===== src/rtl/ldec_pkg.sv =====
package ldec_pkg;
  // One pipeline slot: raw rails, mark decode, and decoded result
  typedef struct packed {
    logic v;    // slot holds an accepted symbol
    logic p;    // raw positive rail
    logic n;    // raw negative rail
    logic mk;   // symbol is a mark
    logic pl;   // mark polarity, 1 = positive
    logic isv;  // mark repeated previous mark polarity
    logic d;    // decoded data bit
    logic f;    // code-violation flag
  } ldec_sym_t;

  localparam int unsigned LDEC_WIN = 4;
endpackage


===== src/rtl/ldec_window.sv =====
module ldec_window
  import ldec_pkg::*;
#(
  parameter int unsigned WIN = LDEC_WIN
) (
  input  logic      clk,
  input  logic      rst_n,
  input  logic      adv,
  input  logic      take,
  input  logic      pos,
  input  logic      neg,
  input  logic      e3,
  input  logic      pol_sel,
  input  logic      bin_en,
  output ldec_sym_t out_sym,
  output logic      evt
);
  localparam int unsigned ZW      = $clog2(WIN + 1);
  localparam int unsigned CW_LONG = WIN;
  localparam int unsigned CW_SHRT = WIN - 1;

  ldec_sym_t         sr  [WIN];
  ldec_sym_t         nxt [WIN];
  logic              last_pol, seen, last_vpol;
  logic [ZW-1:0]     zrun;
  logic [ZW-1:0]     zlim;
  logic              mk, pl, is_v, cw3, cw4, is_cw, vflag, eflag, exz, flag;
  logic [$clog2(WIN)-1:0] oidx;

  assign mk    = pos | neg;
  assign pl    = pos;
  assign is_v  = mk && seen && (pl == last_pol);
  assign cw3   = !sr[0].mk && (!sr[1].mk || !sr[1].isv);
  assign cw4   = !sr[0].mk && !sr[1].mk && (!sr[2].mk || !sr[2].isv);
  assign is_cw = is_v && (e3 ? cw4 : cw3);
  assign vflag = is_v && !is_cw && (!pol_sel || !e3 || (pl == last_vpol));
  assign zlim  = e3 ? ZW'(CW_LONG) : ZW'(CW_SHRT);
  assign exz   = !mk && ((zrun + ZW'(1)) == zlim);
  assign eflag = exz && !pol_sel;
  assign flag  = bin_en && (vflag || eflag);
  assign evt   = adv && flag;
  assign oidx  = e3 ? $clog2(WIN)'(CW_LONG - 1) : $clog2(WIN)'(CW_SHRT - 1);
  assign out_sym = sr[oidx];

  always_comb begin
    nxt[0] = '{v: 1'b1, p: pos, n: neg, mk: mk, pl: pl, isv: is_v,
               d: mk && !is_cw, f: flag};
    for (int k = 1; k < WIN; k++) begin
      nxt[k] = sr[k-1];
      if (is_cw && (k < (e3 ? CW_LONG : CW_SHRT))) nxt[k].d = 1'b0;
    end
  end

  always_ff @(posedge clk) begin
    if (!rst_n) begin
      for (int k = 0; k < WIN; k++) sr[k] <= '0;
      last_pol  <= 1'b1;
      seen      <= 1'b0;
      last_vpol <= 1'b1;
      zrun      <= '0;
    end else if (adv) begin
      for (int k = 0; k < WIN; k++) sr[k] <= nxt[k];
      if (mk) begin
        last_pol <= pl;
        seen     <= 1'b1;
        zrun     <= '0;
      end else if (zrun != '1) begin
        zrun <= zrun + ZW'(1);
      end
      if (is_v) last_vpol <= pl;
    end else if (take) begin
      sr[oidx].v <= 1'b0;
    end
  end
endmodule


===== src/rtl/ldec_cv_counter.sv =====
module ldec_cv_counter #(
  parameter int unsigned CNT_W = 16
) (
  input  logic             clk,
  input  logic             rst_n,
  input  logic             evt,
  input  logic             upd,
  output logic [CNT_W-1:0] cnt,
  output logic [CNT_W-1:0] hold
);
  localparam logic [CNT_W-1:0] CNT_MAX = '1;

  logic upd_q, rise;
  assign rise = upd && !upd_q;

  always_ff @(posedge clk) begin
    if (!rst_n) begin
      upd_q <= 1'b0;
      cnt   <= '0;
      hold  <= '0;
    end else begin
      upd_q <= upd;
      if (rise) begin
        hold <= cnt;
        cnt  <= CNT_W'(evt);
      end else if (evt && (cnt != CNT_MAX)) begin
        cnt <= cnt + CNT_W'(1);
      end
    end
  end
endmodule


===== src/rtl/ldec_line_decoder.sv =====
module ldec_line_decoder
  import ldec_pkg::*;
#(
  parameter int unsigned CNT_W = 16
) (
  input  logic             clk,
  input  logic             rst_n,
  input  logic             line_e3,
  input  logic             cnt_policy,
  input  logic             bin_en,
  input  logic             clk_inv,
  input  logic             cv_update,
  input  logic             in_valid,
  output logic             in_ready,
  input  logic             in_pos,
  input  logic             in_neg,
  output logic             out_valid,
  input  logic             out_ready,
  output logic             dout_a,
  output logic             dout_b,
  output logic             out_clk,
  output logic [CNT_W-1:0] cv_hold
);
  ldec_sym_t        osym;
  logic             adv, take, cv_evt;
  logic [CNT_W-1:0] cv_cnt;

  assign out_valid = osym.v;
  assign in_ready  = !osym.v || out_ready;
  assign adv       = in_valid && in_ready;
  assign take      = out_ready && osym.v && !adv;

  ldec_window #(.WIN(LDEC_WIN)) win_i (
    .clk     (clk),
    .rst_n   (rst_n),
    .adv     (adv),
    .take    (take),
    .pos     (in_pos),
    .neg     (in_neg),
    .e3      (line_e3),
    .pol_sel (cnt_policy),
    .bin_en  (bin_en),
    .out_sym (osym),
    .evt     (cv_evt)
  );

  ldec_cv_counter #(.CNT_W(CNT_W)) cnt_i (
    .clk  (clk),
    .rst_n(rst_n),
    .evt  (cv_evt),
    .upd  (cv_update),
    .cnt  (cv_cnt),
    .hold (cv_hold)
  );

  assign dout_a  = bin_en ? osym.d : osym.p;
  assign dout_b  = bin_en ? osym.f : osym.n;
  assign out_clk = clk ^ clk_inv;
endmodule


===== config.mk =====
export PLATFORM = sky130hd
export DESIGN_NAME = ldec_line_decoder
export DESIGN_NICKNAME = d
export VERILOG_FILES = /design/src/rtl/ldec_pkg.sv /design/src/rtl/ldec_window.sv /design/src/rtl/ldec_cv_counter.sv /design/src/rtl/ldec_line_decoder.sv
export SDC_FILE = /design/constraint.sdc
export NUM_CORES = 1
export LEC_CHECK = 0
export ABC_AREA = 1
export BUFFER_PORTS_ARGS = -buffer_cell sky130_fd_sc_hd__buf_2
export CORE_MARGIN = 1.5
export CORE_UTILIZATION = 53
export CTS_BUF_LIST = sky130_fd_sc_hd__clkbuf_16
export DETAILED_ROUTE_END_ITERATION = 10
export PLACE_DENSITY = 0.76
export SYNTH_ARGS = -nofsm -noshare
export SYNTH_HDL_FRONTEND = slang
export SYNTH_SLANG_ARGS = --single-unit

===== constraint.sdc =====
create_clock -name clk -period 1.6 [get_ports clk]
set_input_delay 0.32 -clock clk [delete_from_list [all_inputs] [get_ports clk]]
set_output_delay 0.32 -clock clk [all_outputs]
set_load 0.005 [all_outputs]

==> reports/results.ini, run 1 <==
[run_status]
status = finished with violations
violations = setup timing

[critical_path]
critPathMaxFanout = 5
crit_type = register to register
crit_required_ps = 1970
arrival_ps = 2080
cp-start-kind = register
endpoint_kind = register

[detailed_routing]
drc = 0
postRouteAntennaNets = 0
wl_per_cell_um = 14.2
num_vias = 2699
drt-vias-per-instance = 5.27
first_iter_violations = 208
firstDrtPassIters = 4
wirelength_um = 7270

[finish]
final_common_cell = nand2_1
fillers = 440
nets = 449
n_antenna_cell = 0
area_growth_pct = 27.8
final_core_util_pct = 71.0
layout_common_cells = nand2_1, nor2_1, inv_1
drive_gt1_share_pct = 26.1

[power_and_ir_drop]
power_mw = 4.58
cellLeakagePower_nw = 1.66
peakVddDrop_uv = 860
cellPowerDensity_nw_per_um2 = 1160

[global_route]
grt_antenna_before_repair = 0
overflow = 0
grt_pass1_wl_um = 11500
grt_use_total_pct = 24.4
grt_max_degree = 24
grt_pass1_vias = 2599

[die]
rows = 27
die_w_um = 79.4
start_util_pct = 55.6
core_um2 = 5570
die_area_um2 = 6310
pin_count = 32
die_h_um = 79.4

[min_path]
hp-class = primary input to register

[yosys]
avgSynthCellArea_um2 = 8.17
yosysSeqAreaShare_pct = 49.5
synth_ff_type = dfxtp_1
syn-num-nets = 393
yosys_warnings = 0
netlist_area_um2 = 3100
synth_edf_count = 23
synth_cell_types = 30
ys_ff_latch = 65
synth-async-reset-ratio_pct = 0
synthCells = 379

[timing]
timing.final.max_slew_violations = 0
fin_tns_setup_ps = -892
relSlewSlack_pct = 78.2
whs_ps = 88.1
fin_crit_sh_pct = 106
hold_violations = 0
layout_setup_ws_ps = -104
rsz0062_at_grt = yes
finalWorstPathRequiredPeriod_ps = 1700
tightest_slew_ps = 326
setup_viol = 13
clock-skew-final_ps = 6.11
max_freq_ghz = 0.587

[cts]
clk_pin_slew_ps = 60
cts_tree = done
cts-hold-fix-buffers = 0
clk_latency_ps = 440

[placement]
gp_congestion = 0.959
hpwl_um = 4630
io_buffers = 31
pre_cts_slack_ps = -83.5

[run]
cap_violations = 0

stage by stage:
stage          std cells  area, µm²
3_3_place_gp         491       3470
5_1_grt              512       3960
3_5_place_dp         491       3470
6_report             512       3960
2_1_floorplan        379       3120
4_1_cts              510       3880
flip-flops by register name (all words and copies together) (netlist names):
signal	cells
win_i.last_pol	1
cnt_i.upd_q	1
win_i.sr	26
cnt_i.cnt	16
win_i.seen	1
cnt_i.hold	16
win_i.zrun	3
win_i.last_vpol	1
timing repair:
action                                  in CTS  in global routing
setup buffers                                0                  1
cloned                                       1                  1
resized for setup                            6                 17
endpoints found under the setup margin      18                 18
pin swaps                                   12                 13
final timing paths:
path                            cells after the start        endpoint           start  slack, ps
worst max register to register                     10   cnt_i.cnt[10]   win_i.zrun[0]       -100
worst min-delay path                                3     cnt_i.upd_q       cv_update         90
worst max-delay path                               10   cnt_i.cnt[10]   win_i.zrun[0]       -100
worst min register to register                      2  win_i.sr[0][7]  win_i.sr[0][7]        460
cell usage after synthesis, types with 6 or more instances:
master,count,share of area [%]
nand2_1,68,8.2
nor2_1,58,7.0
inv_1,45,5.5
dfxtp_1,42,27
a21oi_1,32,5.2
o21ai_0,29,4.7
edfxtp_1,23,22
nand3_1,17,2.7
xor2_1,13,3.7
clkbuf_1,7,0.85
nand2_2,6,1.2
nand4_1,6,1.2
per-layer routing:
metal  up-vias  wire, µm  GRT usage, %
li1       1345         -             -
met1      1264      3060          28.1
met2        74      3710          41.1
met3        16       345          7.31
met4         0       157          11.9
met5         -         0             0
power by group:
group | total [mW] | leakage [nW] | internal (mW) | switching, mW
Combinational | 0.341 | 0.880 | 0.127 | 0.214
Clock | 2.41 | 0.189 | 1.62 | 0.797
Sequential | 1.83 | 0.596 | 1.79 | 0.0317
critical path: stages, from the launching register on:
cell and delay, ps:
dfxtp_2 340, ha_4 160, ha_4 300, nand3_4 80, nand2_2 80, nand3_2 70, nand2_4 110, nand2_4 90
nor2_4 180, nand2_1 100, a21oi_2 120
kinds of logic after synthesis:
| group | Yosys count | share of synthesized area [%] |
|---|---|---|
| flops | 65 | 49.5 |
| fa+ha+maj | 3 | 1.21 |
| compound gates | 66 | 10.9 |
| xor+xnor | 13 | 3.68 |
| buf+inv | 60 | 7.96 |
| simple gates | 172 | 26.8 |
final cells by class:
type	instances	area, µm²	share of cell area [%]
multi-input combinational	256	1440	36.3
clock inverter	7	103	2.59
clock buffer	12	280	7.08
timing repair buffer	52	335	8.47
sequential	65	1530	38.7
tap	72	90.1	2.28
inverter	48	180	4.55
(Power assumes the default switching activity.)
==> run 2: changes to the inputs <==
Settings changed: CORE_UTILIZATION 53 to 35, CTS_CLUSTER_DIAMETER from default to 50, PLACE_DENSITY 0.76 to default.
==> run 2 against run 1 <==
  * The run still ends with setup timing left
  * Clock-buffer cell count unchanged
  * Clock skew increased by 1.5 ps
  * Non-clock buffer count increased by 5
  * Critical endpoint is now cnt_i.cnt[13]
  * Highest routed layer unchanged
==> reports/results.ini, run 2 (synthesis gave the netlist of run 1 again) <==
[power_and_ir_drop]
power_mw = 4.29  ; was 4.58 mW
cellPowerDensity_nw_per_um2 = 1070  ; was 1160 nW/µm²
peakVddDrop_uv = 552  ; was 860 µV
cellLeakagePower_nw = 1.65  ; was 1.66 nW

[cts]
clk_latency_ps = 450  ; was 440 ps
cts_tree = done  ; unchanged
clk_pin_slew_ps = 60  ; about the same

[finish]
n_antenna_cell = 0  ; unchanged
stdcell_area_um2 = 3990  ; was 3960 µm²
final_common_cell = nand2_1  ; unchanged
final_cells = 552  ; was 512
layout_common_cells = nand2_1, nor2_1, inv_1  ; unchanged
nets = 453  ; was 449
final_core_util_pct = 46.2  ; was 71.0%
area_growth_pct = 28.9  ; was 27.8%
regMostFlops = win_i.sr  ; unchanged
drive_gt1_share_pct = 27.0  ; was 26.1%
top_regs = win_i.sr (26), cnt_i.cnt (16), cnt_i.hold (16)  ; unchanged
largest_register_ffs = 26  ; unchanged

[placement]
io_buffers = 31  ; unchanged
gp_congestion = 0.881  ; was 0.959
placedInstanceArea_um2 = 3530  ; was 3470 µm²
place_inst = 528  ; was 491
hpwl_um = 4780  ; was 4630 µm

[detailed_routing]
firstDrtPassIters = 4  ; unchanged
drc = 0  ; unchanged
num_vias = 2651  ; was 2699
postRouteAntennaNets = 0  ; unchanged
first_iter_violations = 63  ; was 208
wirelength_um = 7070  ; was 7270 µm
wl_per_cell_um = 12.8  ; was 14.2 µm
drt-vias-per-instance = 4.80  ; was 5.27

[die]
die_w_um = 97.1  ; was 79.4 µm
die_area_um2 = 9420  ; was 6310 µm²
rows = 34  ; was 27
pin_count = 32  ; unchanged
core_um2 = 8640  ; was 5570 µm²
start_util_pct = 35.9  ; was 55.6%
die_h_um = 97.1  ; was 79.4 µm

[timing]
setup_viol = 14  ; was 13
layout_setup_ws_ps = -57.7  ; was -104 ps
rsz0062_at_grt = yes  ; unchanged
tightest_slew_ps = 368  ; was 326 ps
hold_violations = 0  ; unchanged
whs_ps = 79.2  ; was 88.1 ps
timing.final.max_slew_violations = 0  ; unchanged
clock-skew-final_ps = 7.64  ; was 6.11 ps
max_freq_ghz = 0.603  ; was 0.587 GHz
fin_crit_sh_pct = 104  ; was 106%
finalWorstPathRequiredPeriod_ps = 1660  ; was 1700 ps
relSlewSlack_pct = 75.4  ; was 78.2%

[global_route]
grt_use_total_pct = 15.9  ; was 24.4%
grt_pass1_vias = 2541  ; was 2599
grt_max_degree = 30  ; was 24
grt_pass1_wl_um = 11800  ; was 11500 µm
overflow = 0  ; unchanged
grt_antenna_before_repair = 0  ; unchanged

[critical_path]
critPathMaxFanout = 5  ; unchanged
arrival_ps = 2040  ; was 2080 ps
critPathSlowestCell = dfxtp_2  ; unchanged
critical-path-max-stage-delay_ps = 340  ; about the same
cp-start-kind = register  ; unchanged
crit_type = register to register  ; unchanged
endpoint_kind = register  ; unchanged
path_cells = ha_4 -> ha_4 -> nand3_2 -> nand2_1 -> nand3_2 -> nand2_4 -> nand2_8 -> nor2_4 -> nand2_1 -> a21oi_2  ; was ha_4 -> ha_4 -> nand3_4 -> nand2_2 -> nand3_2 -> nand2_4 -> nand2_4 -> nor2_4 -> nand2_1 -> a21oi_2
crit_required_ps = 1980  ; was 1970 ps

[run_status]
status = finished with violations  ; unchanged
violations = setup timing  ; unchanged

[run]
cap_violations = 0  ; unchanged

[min_path]
hp-class = primary input to register  ; unchanged

[run 2: path summary, 6_finish.rpt]
path	endpoint	slack, ps	startpoint	depth (start not counted)
min reg2reg	win_i.sr[0][7]	470	win_i.sr[0][7]	2
min	cnt_i.upd_q	80	cv_update	3
max	cnt_i.cnt[13]	-60	win_i.zrun[0]	10
max reg2reg	cnt_i.cnt[13]	-60	win_i.zrun[0]	10
[run 2: metrics by stage]
| stage | setup TNS (ps) | setup WS, ps |
|---|---|---|
| after global routing | -2460 | -146 |
| after detailed placement | -1900 | -131 |
| after global placement | -868 | -72.1 |
| after floorplan | 0 | 18.4 |
| final | -423 | -57.7 |
| after CTS | -510 | -82.1 |
[run 2: cell type report]
type	instances	area, µm²
Clock buffer	12	280
Clock inverter	7	53.8
Fill cell	837	4640
Inverter	48	180
Multi-Input combinational cell	255	1420
Sequential cell	65	1530
Tap cell	108	135
Timing Repair Buffer	57	393
[run 2: report_power, final]
| group | leakage, nW | switching (mW) | internal, mW | total, mW |
|---|---|---|---|---|
| clock | 0.157 | 0.828 | 1.30 | 2.12 |
| sequential | 0.596 | 0.0300 | 1.79 | 1.82 |
| combinational | 0.897 | 0.207 | 0.133 | 0.340 |
| total | 1.65 | 1.06 | 3.22 | 4.29 |
[run 2: routing by layer]
layer  global-route usage [%]  part of all wire (%)  vias to the layer above  routed length, µm
met5                        0                     0                        -                  0
met4                     6.91                   1.4                        0                102
met3                     5.11                   4.9                       10                346
met2                     26.6                    50                       52               3520
met1                     18.6                    44                     1241               3100
li1                         -                     -                     1348                  -
[run 2: timing repair]
item	in CTS	in global routing
setup endpoints to repair	18	31
cloned	1	0
buffers inserted	4	1
pin swaps	19	5
gates resized for setup	5	21
hold buffers	0	0
[run 2: worst max-delay path, delay by kind of cell (launching register included)]
kind	cells	cell delay, ps
simple gates	7	680
fa+ha+maj	2	450
flops	1	340
compound gates	1	130
==> run 3: changes to the inputs <==
Settings changed: MAX_ROUTING_LAYER from default to met4.
==> run 3 against run 2 <==
  * Via count is 0.26% lower
  * Power hardly changed
  * The run still ends with setup timing left
  * Sequential share of layout area stayed put
  * Sequential power hardly changed
  * Worst setup slack better by 2.2 ps
  * Combinational power hardly changed
  * Clock power hardly changed
  * Cell count stayed put
  * Critical path depth stayed put
  * Largest power group unchanged
  * Critical path type unchanged
==> reports/results.ini, run 3 (synthesis gave the netlist of run 1 again) <==
[timing]
finalWorstPathRequiredPeriod_ps = 1660  ; about the same
timing.final.max_slew_violations = 0  ; unchanged
relSlewSlack_pct = 75.4  ; about the same
clock-skew-final_ps = 6.57  ; was 7.64 ps
tightest_slew_ps = 368  ; about the same
hold_violations = 0  ; unchanged
setup_viol = 14  ; unchanged
fin_crit_sh_pct = 103  ; was 104%
max_freq_ghz = 0.604  ; was 0.603 GHz
rsz0062_at_grt = yes  ; unchanged
layout_setup_ws_ps = -55.5  ; was -57.7 ps

[critical_path]
rr_worst_depth = 10  ; unchanged
endpoint_kind = register  ; unchanged
cp-start-kind = register  ; unchanged
rrSetupSlack_ps = -60  ; about the same
cp-startpoint = win_i.zrun[0]  ; unchanged
crit_required_ps = 1980  ; about the same
endpoint = cnt_i.cnt[13]  ; unchanged
critical-path-max-stage-delay_ps = 340  ; about the same
r2r_start = win_i.zrun[0]  ; unchanged
critPathMaxFanout = 5  ; unchanged
worst_r2r_endpoint = cnt_i.cnt[13]  ; unchanged
critPathSlowestCell = dfxtp_2  ; unchanged
path_cells = ha_4 -> ha_4 -> nand3_2 -> nand2_1 -> nand3_2 -> nand2_4 -> nand2_8 -> nor2_4 -> nand2_1 -> a21oi_2  ; unchanged
arrival_ps = 2040  ; about the same
crit_type = register to register  ; unchanged

[power_and_ir_drop]
cellLeakagePower_nw = 1.65  ; unchanged
p_comb_share_pct = 7.9  ; about the same
p_int_mw = 3.22  ; about the same
power_mw = 4.29  ; about the same
peakVddDrop_uv = 549  ; was 552 µV
switchingPower_mw = 1.06  ; about the same
switching_share_pct = 24.8  ; about the same
pwr-share-clk_pct = 49.5  ; about the same
cellPowerDensity_nw_per_um2 = 1070  ; about the same
power_frac_seq_pct = 42.6  ; was 42.5%

[run_status]
status = finished with violations  ; unchanged
violations = setup timing  ; unchanged

[detailed_routing]
first_iter_violations = 82  ; was 63
firstDrtPassIters = 4  ; unchanged
wl_per_cell_um = 12.8  ; about the same
dr_wl_met2_um = 3540  ; was 3520 µm
postRouteAntennaNets = 0  ; unchanged
wirelength_um = 7050  ; was 7070 µm
wl_met3_um = 318  ; was 346 µm
drc = 0  ; unchanged
m1WireLength_um = 3090  ; was 3100 µm
drt-vias-per-instance = 4.79  ; was 4.80
highest_layer = met4  ; unchanged
num_vias = 2644  ; was 2651

[global_route]
grt_max_degree = 30  ; unchanged
grt_antenna_before_repair = 0  ; unchanged
overflow = 0  ; unchanged
grt_use_total_pct = 16.3  ; was 15.9%
grt_pass1_wl_um = 11800  ; about the same
grt_pass1_vias = 2536  ; was 2541

[die]
pin_count = 32  ; unchanged
die_area_um2 = 9420  ; unchanged
rows = 34  ; unchanged
die_w_um = 97.1  ; unchanged
core_um2 = 8640  ; unchanged
die_h_um = 97.1  ; unchanged
start_util_pct = 35.9  ; unchanged

[finish]
top_regs = win_i.sr (26), cnt_i.cnt (16), cnt_i.hold (16)  ; unchanged
largest_register_ffs = 26  ; unchanged
n_antenna_cell = 0  ; unchanged
stdcell_area_um2 = 3990  ; unchanged
layout_common_cells = nand2_1, nor2_1, inv_1  ; unchanged
final_common_cell = nand2_1  ; unchanged
drive_gt1_share_pct = 27.0  ; unchanged
area_growth_pct = 28.9  ; unchanged
nets = 453  ; unchanged
regMostFlops = win_i.sr  ; unchanged

[min_path]
hp-class = primary input to register  ; unchanged

[cts]
cts_tree = done  ; unchanged
clk_latency_ps = 440  ; was 450 ps
clk_pin_slew_ps = 60  ; about the same
cts-hold-fix-buffers = 0  ; unchanged

[placement]
io_buffers = 31  ; unchanged
placedInstanceArea_um2 = 3530  ; unchanged
gp_congestion = 0.896  ; was 0.881
hpwl_um = 4780  ; unchanged

[run]
cap_violations = 0  ; unchanged

==> run 3: cell counts in the layout (fill, tap and decap cells not counted) <==
Identical to the previous run, type by type.
==> run 3: layout make-up <==
class,instances,area [µm²]
clock inverters,7,53.8
multi-input cells,255,1420
repair buffers,57,393
well taps,108,135
fillers,837,4640
flip-flops and latches,65,1530
inverters,48,180
clock buffers,12,280
==> run 3: worst min path at each step <==
stage / start / endpoint / slack, ps / depth (start not counted)
after floorplan: clk / out_clk / 370 / 1
after global placement: win_i.sr[0][7] / win_i.sr[0][7] / 450 / 2
after detailed placement: win_i.sr[0][7] / win_i.sr[0][7] / 460 / 2
after CTS: cv_update / cnt_i.upd_q / 80 / 3
after global routing: cv_update / cnt_i.upd_q / 90 / 3
final: cv_update / cnt_i.upd_q / 80 / 3
==> run 3: critical path, delay by kind of cell (launching register included) <==
family	cells	cell delay [ps]
adder cells (fa/ha/maj)	2	450
AO/OA/AOI/OAI	1	130
flip-flops	1	340
AND/OR/NAND/NOR	7	680
==> run 3: power groups by stage <==
stage                     sequential [mW]  combinational (mW)  clock (mW)
final                                1.82               0.340        2.12
after CTS                            1.82               0.336        2.16
after floorplan                      1.86               0.196      0.0211
after global placement               1.86               0.323      0.0427
after detailed placement             1.86               0.329      0.0427
after global routing                 1.83               0.383        2.24
==> run 3: per-stage QoR <==
step	hold slack (ps)	worst slack, ps	TNS (ps)	std cells	util (%)
6_report	79.1	-55.5	-404	552	46.2
5_1_grt	86.5	-146	-2480	552	46.2
4_1_cts	77.0	-82.1	-510	551	45.5
3_5_place_dp	460	-131	-1900	528	40.9
3_3_place_gp	452	-72.1	-868	528	40.9
2_1_floorplan	371	18.4	0	379	-
==> run 3: routing by layer <==
| metal | vias to the layer above | global-route usage (%) |
|---|---|---|
| met1 | 1237 | 18.5 |
| met4 | 0 | 6.91 |
| met2 | 51 | 26.6 |
| li1 | 1346 | - |
| met3 | 10 | 5.11 |
| met5 | - | - |
==> run 3: what timing repair did <==
item                                    in CTS  in global routing
endpoints found under the setup margin      18                 31
pin swaps                                   19                  5
setup buffers                                4                  1
resized for setup                            5                 21
cloned                                       1                  0
